<file path="src/rtl/hsgs_pkg.sv">
package hsgs_pkg;
  typedef enum logic [1:0] {
    ST_OFF     = 2'd0,
    ST_RAMP    = 2'd1,
    ST_ON      = 2'd2,
    ST_LATCHED = 2'd3
  } hsgs_state_e;

  localparam int FLAG_UV    = 0;
  localparam int FLAG_OV    = 1;
  localparam int FLAG_LK    = 2;
  localparam int FLAG_ILIM  = 3;
  localparam int FLAG_DRAIN = 4;
  localparam int FLAG_GFULL = 5;
  localparam int NUM_FLAGS  = 6;
endpackage

</file>
<file path="src/rtl/hsgs_sync.sv">
module hsgs_sync #(
  parameter int WIDTH  = 1,
  parameter int STAGES = 2
) (
  input  logic             clk,
  input  logic             rst,
  input  logic [WIDTH-1:0] d,
  output logic [WIDTH-1:0] q
);
  logic [WIDTH-1:0] pipe [STAGES];

  generate
    for (genvar s = 0; s < STAGES; s++) begin : g_stage
      if (s == 0) begin : g_first
        always_ff @(posedge clk) begin
          if (rst) pipe[0] <= '0;
          else     pipe[0] <= d;
        end
      end else begin : g_next
        always_ff @(posedge clk) begin
          if (rst) pipe[s] <= '0;
          else     pipe[s] <= pipe[s-1];
        end
      end
    end
  endgenerate

  assign q = pipe[STAGES-1];
endmodule

</file>
<file path="src/rtl/hsgs_latch_timer.sv">
module hsgs_latch_timer #(
  parameter int CYCLES = 3200000
) (
  input  logic clk,
  input  logic rst,
  input  logic load,
  input  logic run,
  output logic done
);
  localparam int CW = (CYCLES > 1) ? $clog2(CYCLES) : 1;
  localparam logic [CW-1:0] LOAD_VAL = CW'(CYCLES - 1);

  logic [CW-1:0] cnt_q;

  always_ff @(posedge clk) begin
    if (rst)                     cnt_q <= '0;
    else if (load)               cnt_q <= LOAD_VAL;
    else if (run && cnt_q != '0) cnt_q <= cnt_q - 1'b1;
  end

  assign done = (cnt_q == '0);
endmodule

</file>
<file path="src/rtl/hsgs_fsm.sv">
module hsgs_fsm
  import hsgs_pkg::*;
(
  input  logic        clk,
  input  logic        rst,
  input  logic        s_uv,
  input  logic        s_ov,
  input  logic        s_lk,
  input  logic        s_ilim,
  input  logic        s_drain,
  input  logic        s_gfull,
  input  logic        trip,
  input  logic        timer_done,
  output hsgs_state_e state_q,
  output hsgs_state_e state_n,
  output logic        timer_load
);
  logic rearm_q, rearm_n;
  logic supply_ok;
  logic start_ok;

  assign supply_ok = s_uv && !s_ov && s_lk;
  assign start_ok  = supply_ok && !s_ilim;

  always_comb begin
    state_n = state_q;
    unique case (state_q)
      ST_OFF: begin
        if (start_ok) state_n = ST_RAMP;
      end
      ST_RAMP, ST_ON: begin
        if (!s_lk)                                      state_n = ST_OFF;
        else if (trip)                                  state_n = ST_LATCHED;
        else if (!s_uv || s_ov)                         state_n = ST_OFF;
        else if (state_q == ST_RAMP && s_drain && s_gfull) state_n = ST_ON;
      end
      ST_LATCHED: begin
        if (!s_lk)                                   state_n = ST_OFF;
        else if (timer_done && rearm_q && s_uv)      state_n = ST_OFF;
      end
      default: state_n = ST_OFF;
    endcase
  end

  // reset request on the undervoltage input is remembered while latched
  assign rearm_n    = (state_q == ST_LATCHED) && (state_n == ST_LATCHED) && (rearm_q || !s_uv);
  assign timer_load = (state_q != ST_LATCHED) && (state_n == ST_LATCHED);

  always_ff @(posedge clk) begin
    if (rst) begin
      state_q <= ST_OFF;
      rearm_q <= 1'b0;
    end else begin
      state_q <= state_n;
      rearm_q <= rearm_n;
    end
  end
endmodule

</file>
<file path="src/rtl/hsgs_pgood.sv">
module hsgs_pgood #(
  parameter bit ACTIVE_LOW = 1'b1
) (
  input  logic clk,
  input  logic rst,
  input  logic gate_now,
  input  logic gate_next,
  input  logic drain_low,
  input  logic gate_full,
  output logic good_q,
  output logic pin_q
);
  logic good_n;

  assign good_n = gate_next && (good_q || (gate_now && drain_low && gate_full));

  always_ff @(posedge clk) begin
    if (rst) begin
      good_q <= 1'b0;
      pin_q  <= ACTIVE_LOW;
    end else begin
      good_q <= good_n;
      pin_q  <= ACTIVE_LOW ? !good_n : good_n;
    end
  end
endmodule

</file>
<file path="src/rtl/hsgs_gate_seq.sv">
module hsgs_gate_seq
  import hsgs_pkg::*;
#(
  parameter int LATCH_CYCLES  = 3200000,
  parameter bit PG_ACTIVE_LOW = 1'b1,
  parameter int SYNC_STAGES   = 2
) (
  input  logic clk,
  input  logic rst,
  input  logic uv_ok_a,
  input  logic ov_a,
  input  logic lockout_ok_a,
  input  logic ilim_a,
  input  logic drain_low_a,
  input  logic gate_full_a,
  input  logic trip,
  output logic gate_en,
  output logic reg_down,
  output logic pgood,
  output logic fault_latched
);
  logic [NUM_FLAGS-1:0] raw_flags;
  logic [NUM_FLAGS-1:0] s_flags;
  logic s_uv, s_ov, s_lk, s_ilim, s_drain, s_gfull;
  hsgs_state_e state_q, state_n;
  logic timer_load, timer_done;
  logic gate_n;
  logic pg_level;

  always_comb begin
    raw_flags             = '0;
    raw_flags[FLAG_UV]    = uv_ok_a;
    raw_flags[FLAG_OV]    = ov_a;
    raw_flags[FLAG_LK]    = lockout_ok_a;
    raw_flags[FLAG_ILIM]  = ilim_a;
    raw_flags[FLAG_DRAIN] = drain_low_a;
    raw_flags[FLAG_GFULL] = gate_full_a;
  end

  hsgs_sync #(.WIDTH(NUM_FLAGS), .STAGES(SYNC_STAGES)) u_sync (
    .clk (clk),
    .rst (rst),
    .d   (raw_flags),
    .q   (s_flags)
  );

  assign s_uv    = s_flags[FLAG_UV];
  assign s_ov    = s_flags[FLAG_OV];
  assign s_lk    = s_flags[FLAG_LK];
  assign s_ilim  = s_flags[FLAG_ILIM];
  assign s_drain = s_flags[FLAG_DRAIN];
  assign s_gfull = s_flags[FLAG_GFULL];

  hsgs_fsm u_fsm (
    .clk        (clk),
    .rst        (rst),
    .s_uv       (s_uv),
    .s_ov       (s_ov),
    .s_lk       (s_lk),
    .s_ilim     (s_ilim),
    .s_drain    (s_drain),
    .s_gfull    (s_gfull),
    .trip       (trip),
    .timer_done (timer_done),
    .state_q    (state_q),
    .state_n    (state_n),
    .timer_load (timer_load)
  );

  hsgs_latch_timer #(.CYCLES(LATCH_CYCLES)) u_timer (
    .clk  (clk),
    .rst  (rst),
    .load (timer_load),
    .run  (state_q == ST_LATCHED),
    .done (timer_done)
  );

  assign gate_n = (state_n == ST_RAMP) || (state_n == ST_ON);

  hsgs_pgood #(.ACTIVE_LOW(PG_ACTIVE_LOW)) u_pgood (
    .clk       (clk),
    .rst       (rst),
    .gate_now  (gate_en),
    .gate_next (gate_n),
    .drain_low (s_drain),
    .gate_full (s_gfull),
    .good_q    (pg_level),
    .pin_q     (pgood)
  );

  always_ff @(posedge clk) begin
    if (rst) begin
      gate_en       <= 1'b0;
      reg_down      <= 1'b0;
      fault_latched <= 1'b0;
    end else begin
      gate_en       <= gate_n;
      reg_down      <= gate_n && s_ilim;
      fault_latched <= (state_n == ST_LATCHED);
    end
  end
endmodule

</file>
<file path="config.mk">
export PLATFORM = sky130hd
export DESIGN_NAME = hsgs_gate_seq
export DESIGN_NICKNAME = d
export VERILOG_FILES = /design/src/rtl/hsgs_pkg.sv /design/src/rtl/hsgs_sync.sv /design/src/rtl/hsgs_latch_timer.sv /design/src/rtl/hsgs_fsm.sv /design/src/rtl/hsgs_pgood.sv /design/src/rtl/hsgs_gate_seq.sv
export SDC_FILE = /design/constraint.sdc
export NUM_CORES = 1
export LEC_CHECK = 0
export ABC_AREA = 1
export ABC_CLOCK_PERIOD_IN_PS = 3170
export CORE_UTILIZATION = 50
export CTS_CLUSTER_SIZE = 40
export DETAILED_ROUTE_END_ITERATION = 12
export MAX_ROUTING_LAYER = met4
export PLACE_DENSITY_LB_ADDON = 0.2
export SYNTH_ARGS = -nofsm -noshare
export SYNTH_HDL_FRONTEND = slang
export SYNTH_SLANG_ARGS = --single-unit
</file>
<file path="constraint.sdc">
create_clock -name clk -period 3.17 [get_ports clk]
set_input_delay 0.317 -clock clk [delete_from_list [all_inputs] [get_ports clk]]
set_output_delay 0.317 -clock clk [all_outputs]
set_load 0.1 [all_outputs]
</file>
==> impl_metrics.env <==
export IMPL_status="finished, final reports clean"
export IMPL_worstHoldPathCells=2
export IMPL_fin_util=0.5920
export IMPL_dieArea_mm2=0.004668
export IMPL_holdPathEnd="u_sync.pipe[1][3]"
export IMPL_gp_congestion=0.9265
export IMPL_cts_setup_buffers=0
export IMPL_syn_area_mm2=0.002200
export IMPL_insertion_delay_ns=0.30
export IMPL_ios=13
export IMPL_cts_sinks=42
export IMPL_drc=0
export IMPL_numPortBuffers=12
export IMPL_cts_clk_slew_worst_paths_ns=0.09
export IMPL_total_power_mw=1.034
export IMPL_worstSetupStartpointType="flop"
export IMPL_fmax_mhz=374.6
export IMPL_vias=1960
export IMPL_globalRouteTotalUtil=0.2238
export IMPL_syn_area_per_cell_um2=6.810
export IMPL_ir_drop_mv=0.3104
export IMPL_worstMarginPinSlew_ns=0.9841
export IMPL_critPathLaunch="u_timer.cnt_q[10]"
export IMPL_slew_headroom=0.3419
export IMPL_fin_tns_setup_ns=0
export IMPL_cts_buffers=5
export IMPL_r2r_cells=16
export IMPL_cap_violations=0
export IMPL_synthesis_nets=338
export IMPL_cts_resized=0
export IMPL_synth_ff_type="dfxtp_1"
export IMPL_clock_root_buffer="clkbuf_8"
export IMPL_start_util=0.5345
export IMPL_postSynthRegisterBits=42
export IMPL_finClkSkew_ns=0.005444
export IMPL_synth_edf_count=0
export IMPL_rsz0062_at_grt="no"
export IMPL_fp_coreArea_mm2=0.004115
export IMPL_layout_drive_gt1_share=0.06805
export IMPL_drtIter0Drc=131
export IMPL_crit_fanout=25
export IMPL_yosysUniqueCellTypes=28
export IMPL_synth_async_reset_ratio=0
export IMPL_worstSetupPathType="reg -> reg"
export IMPL_cts_hold_fix_buffers=0
export IMPL_place_hpwl_um=3339
export IMPL_power_density_mw_per_mm2=424.6
export IMPL_r2r_end="u_timer.cnt_q[15]"
export IMPL_dr_pass1_iters=8
export IMPL_ant_nets=0
export IMPL_grt_pass1_wl_um=7465
export IMPL_r2r_slack_ns=0.50
export IMPL_drt_total_wl_um=4475
export IMPL_fp_dieH_um=68.33
export IMPL_min_from="u_sync.pipe[0][3]"
export IMPL_hold_violations=0
export IMPL_power_leakage_nw=1.301
export IMPL_setup_viol=0
export IMPL_final_period_utilization=0.8421
export IMPL_cp_required_ns=3.40
export IMPL_die_width_um=68.33
export IMPL_syn_inst=323
export IMPL_clockBufferDepth=2
export IMPL_endpoint_kind="flop"
export IMPL_num_rows=23
export IMPL_maxSlewViolCount=0
export IMPL_syn_to_final_growth_pct=10.75
export IMPL_yosys_warnings=0
export IMPL_cts_tree="done"
export IMPL_grt_max_degree=26
export IMPL_htree_levels=2
export IMPL_nNetsFinal=352
export IMPL_synth_seq_area_share=0.3823
export IMPL_cp_arrival_ns=2.90
export IMPL_grt_antenna_before_repair=0
export IMPL_r2r_start="u_timer.cnt_q[10]"
export IMPL_grt_pass1_vias=1679
export IMPL_whs_ns=0.4063
export IMPL_via_per_inst=5.052
export IMPL_wire_per_inst_um=11.53
export IMPL_grt_overflow=0
export IMPL_timing_final_crit_period_ns=2.669
export IMPL_hold_path_class="reg -> reg"
export IMPL_antenna_cells=0
==> cell usage in the layout, fill, tap and decap left out, types with 2 or more instances in the layout <==
master / instances
xor2_1: 5
o21ai_1: 11
nor2_2: 3
clkbuf_8: 5
dfxtp_1: 42
nor2_4: 2
o21ai_0: 2
nand4_1: 4
o21bai_1: 2
nor3_1: 5
nand2_2: 2
nand2_1: 66
xnor2_1: 6
nand3_1: 19
clkinvlp_4: 2
nor2_1: 65
clkdlybuf4s50_1: 12
a21oi_1: 18
ha_1: 6
inv_1: 51
==> Yosys cell counts (2+ instances only) <==
library cell	n	area [um^2]
xnor2_1	6	52.55
nor3_1	5	25.02
dfxtp_1	42	840.8
nand4_1	4	25.02
nand3_1	19	95.09
inv_1	51	191.4
nand2_2	2	12.51
o21ai_1	11	55.05
buf_8	2	30.03
ha_1	6	75.07
nand2_1	66	247.7
xor2_1	5	43.79
o21bai_1	2	15.01
a21oi_1	18	90.09
nor2_4	2	22.52
o21ai_0	2	10.01
clkbuf_1	3	11.26
nor2_1	65	244.0
nor2_2	3	18.77
==> power breakdown <==
group,internal [mW],switching (mW)
Sequential,0.540,0.00762
Combinational,0.0455,0.0811
Clock,0.158,0.202
Total,0.743,0.291
==> worst max-delay path: stages, from the launching register on <==
cell	delay, ns
dfxtp_1	0.35
nor2_1	0.18
nand2_1	0.17
nor2_4	0.14
nand3_4	0.11
nand2_8	0.17
nand3_1	0.12
nand3_1	0.12
nand2_1	0.07
ha_1	0.20
inv_1	0.10
nor2_1	0.08
inv_1	0.37
nand2_4	0.11
clkinv_4	0.10
nand2_1	0.05
a21oi_1	0.15
==> registers in the layout (all words and copies together) (netlist names) <==
register        cells
fault_latched       1
u_fsm.rearm_q       1
gate_en             1
u_pgood.pin_q       1
u_sync.pipe        12
u_pgood.good_q      1
u_fsm.state_q       2
reg_down            1
u_timer.cnt_q      22
==> how the worst max path moves through the flow <==
stage,endpoint,slack (ns),cells past startpoint
2_1_floorplan,u_timer.cnt_q[3],0.90,18
3_3_place_gp,u_timer.cnt_q[5],0.66,17
3_5_place_dp,u_timer.cnt_q[15],0.53,16
4_1_cts,u_timer.cnt_q[15],0.52,16
5_1_grt,u_timer.cnt_q[15],0.22,16
6_report,u_timer.cnt_q[15],0.50,16
==> stage by stage <==
| step | std cells | area (um^2) | setup WS (ns) |
|---|---|---|---|
| 6_report | 388 | 2436 | 0.5006 |
| 5_1_grt | 388 | 2436 | 0.2179 |
| 4_1_cts | 388 | 2436 | 0.5169 |
| 3_5_place_dp | 380 | 2344 | 0.5293 |
| 3_3_place_gp | 380 | 2344 | 0.6581 |
| 2_1_floorplan | 323 | 2200 | 0.8974 |
==> cell families after synthesis <==
kind of cell / Yosys count / share of synthesized area
adders and majority gates: 6 / 0.03413
xor gates and xnor gates: 11 / 0.04380
buffers and inverters: 59 / 0.1138
DFF: 42 / 0.3823
AOI/OAI and AO/OA: 35 / 0.08419
and+or+nand+nor: 170 / 0.3419
==> per-layer routing <==
layer / part of all wire / global-route usage
met4: 0.015 / 0.07813
met2: 0.42 / 0.3248
met1: 0.51 / 0.3057
met3: 0.058 / 0.04500
met5: 0 / -
==> cell type report <==
type                       count  area (um^2)
multi-input combinational    222         1109
timing repair buffer          13        127.6
tap                           50        62.56
sequential                    42        840.8
inverter                      53        203.9
clock buffer                   5        68.82
fill                         392         1679
clock inverter                 3        23.77
No activity file was read; power rests on OpenSTA's default activity.
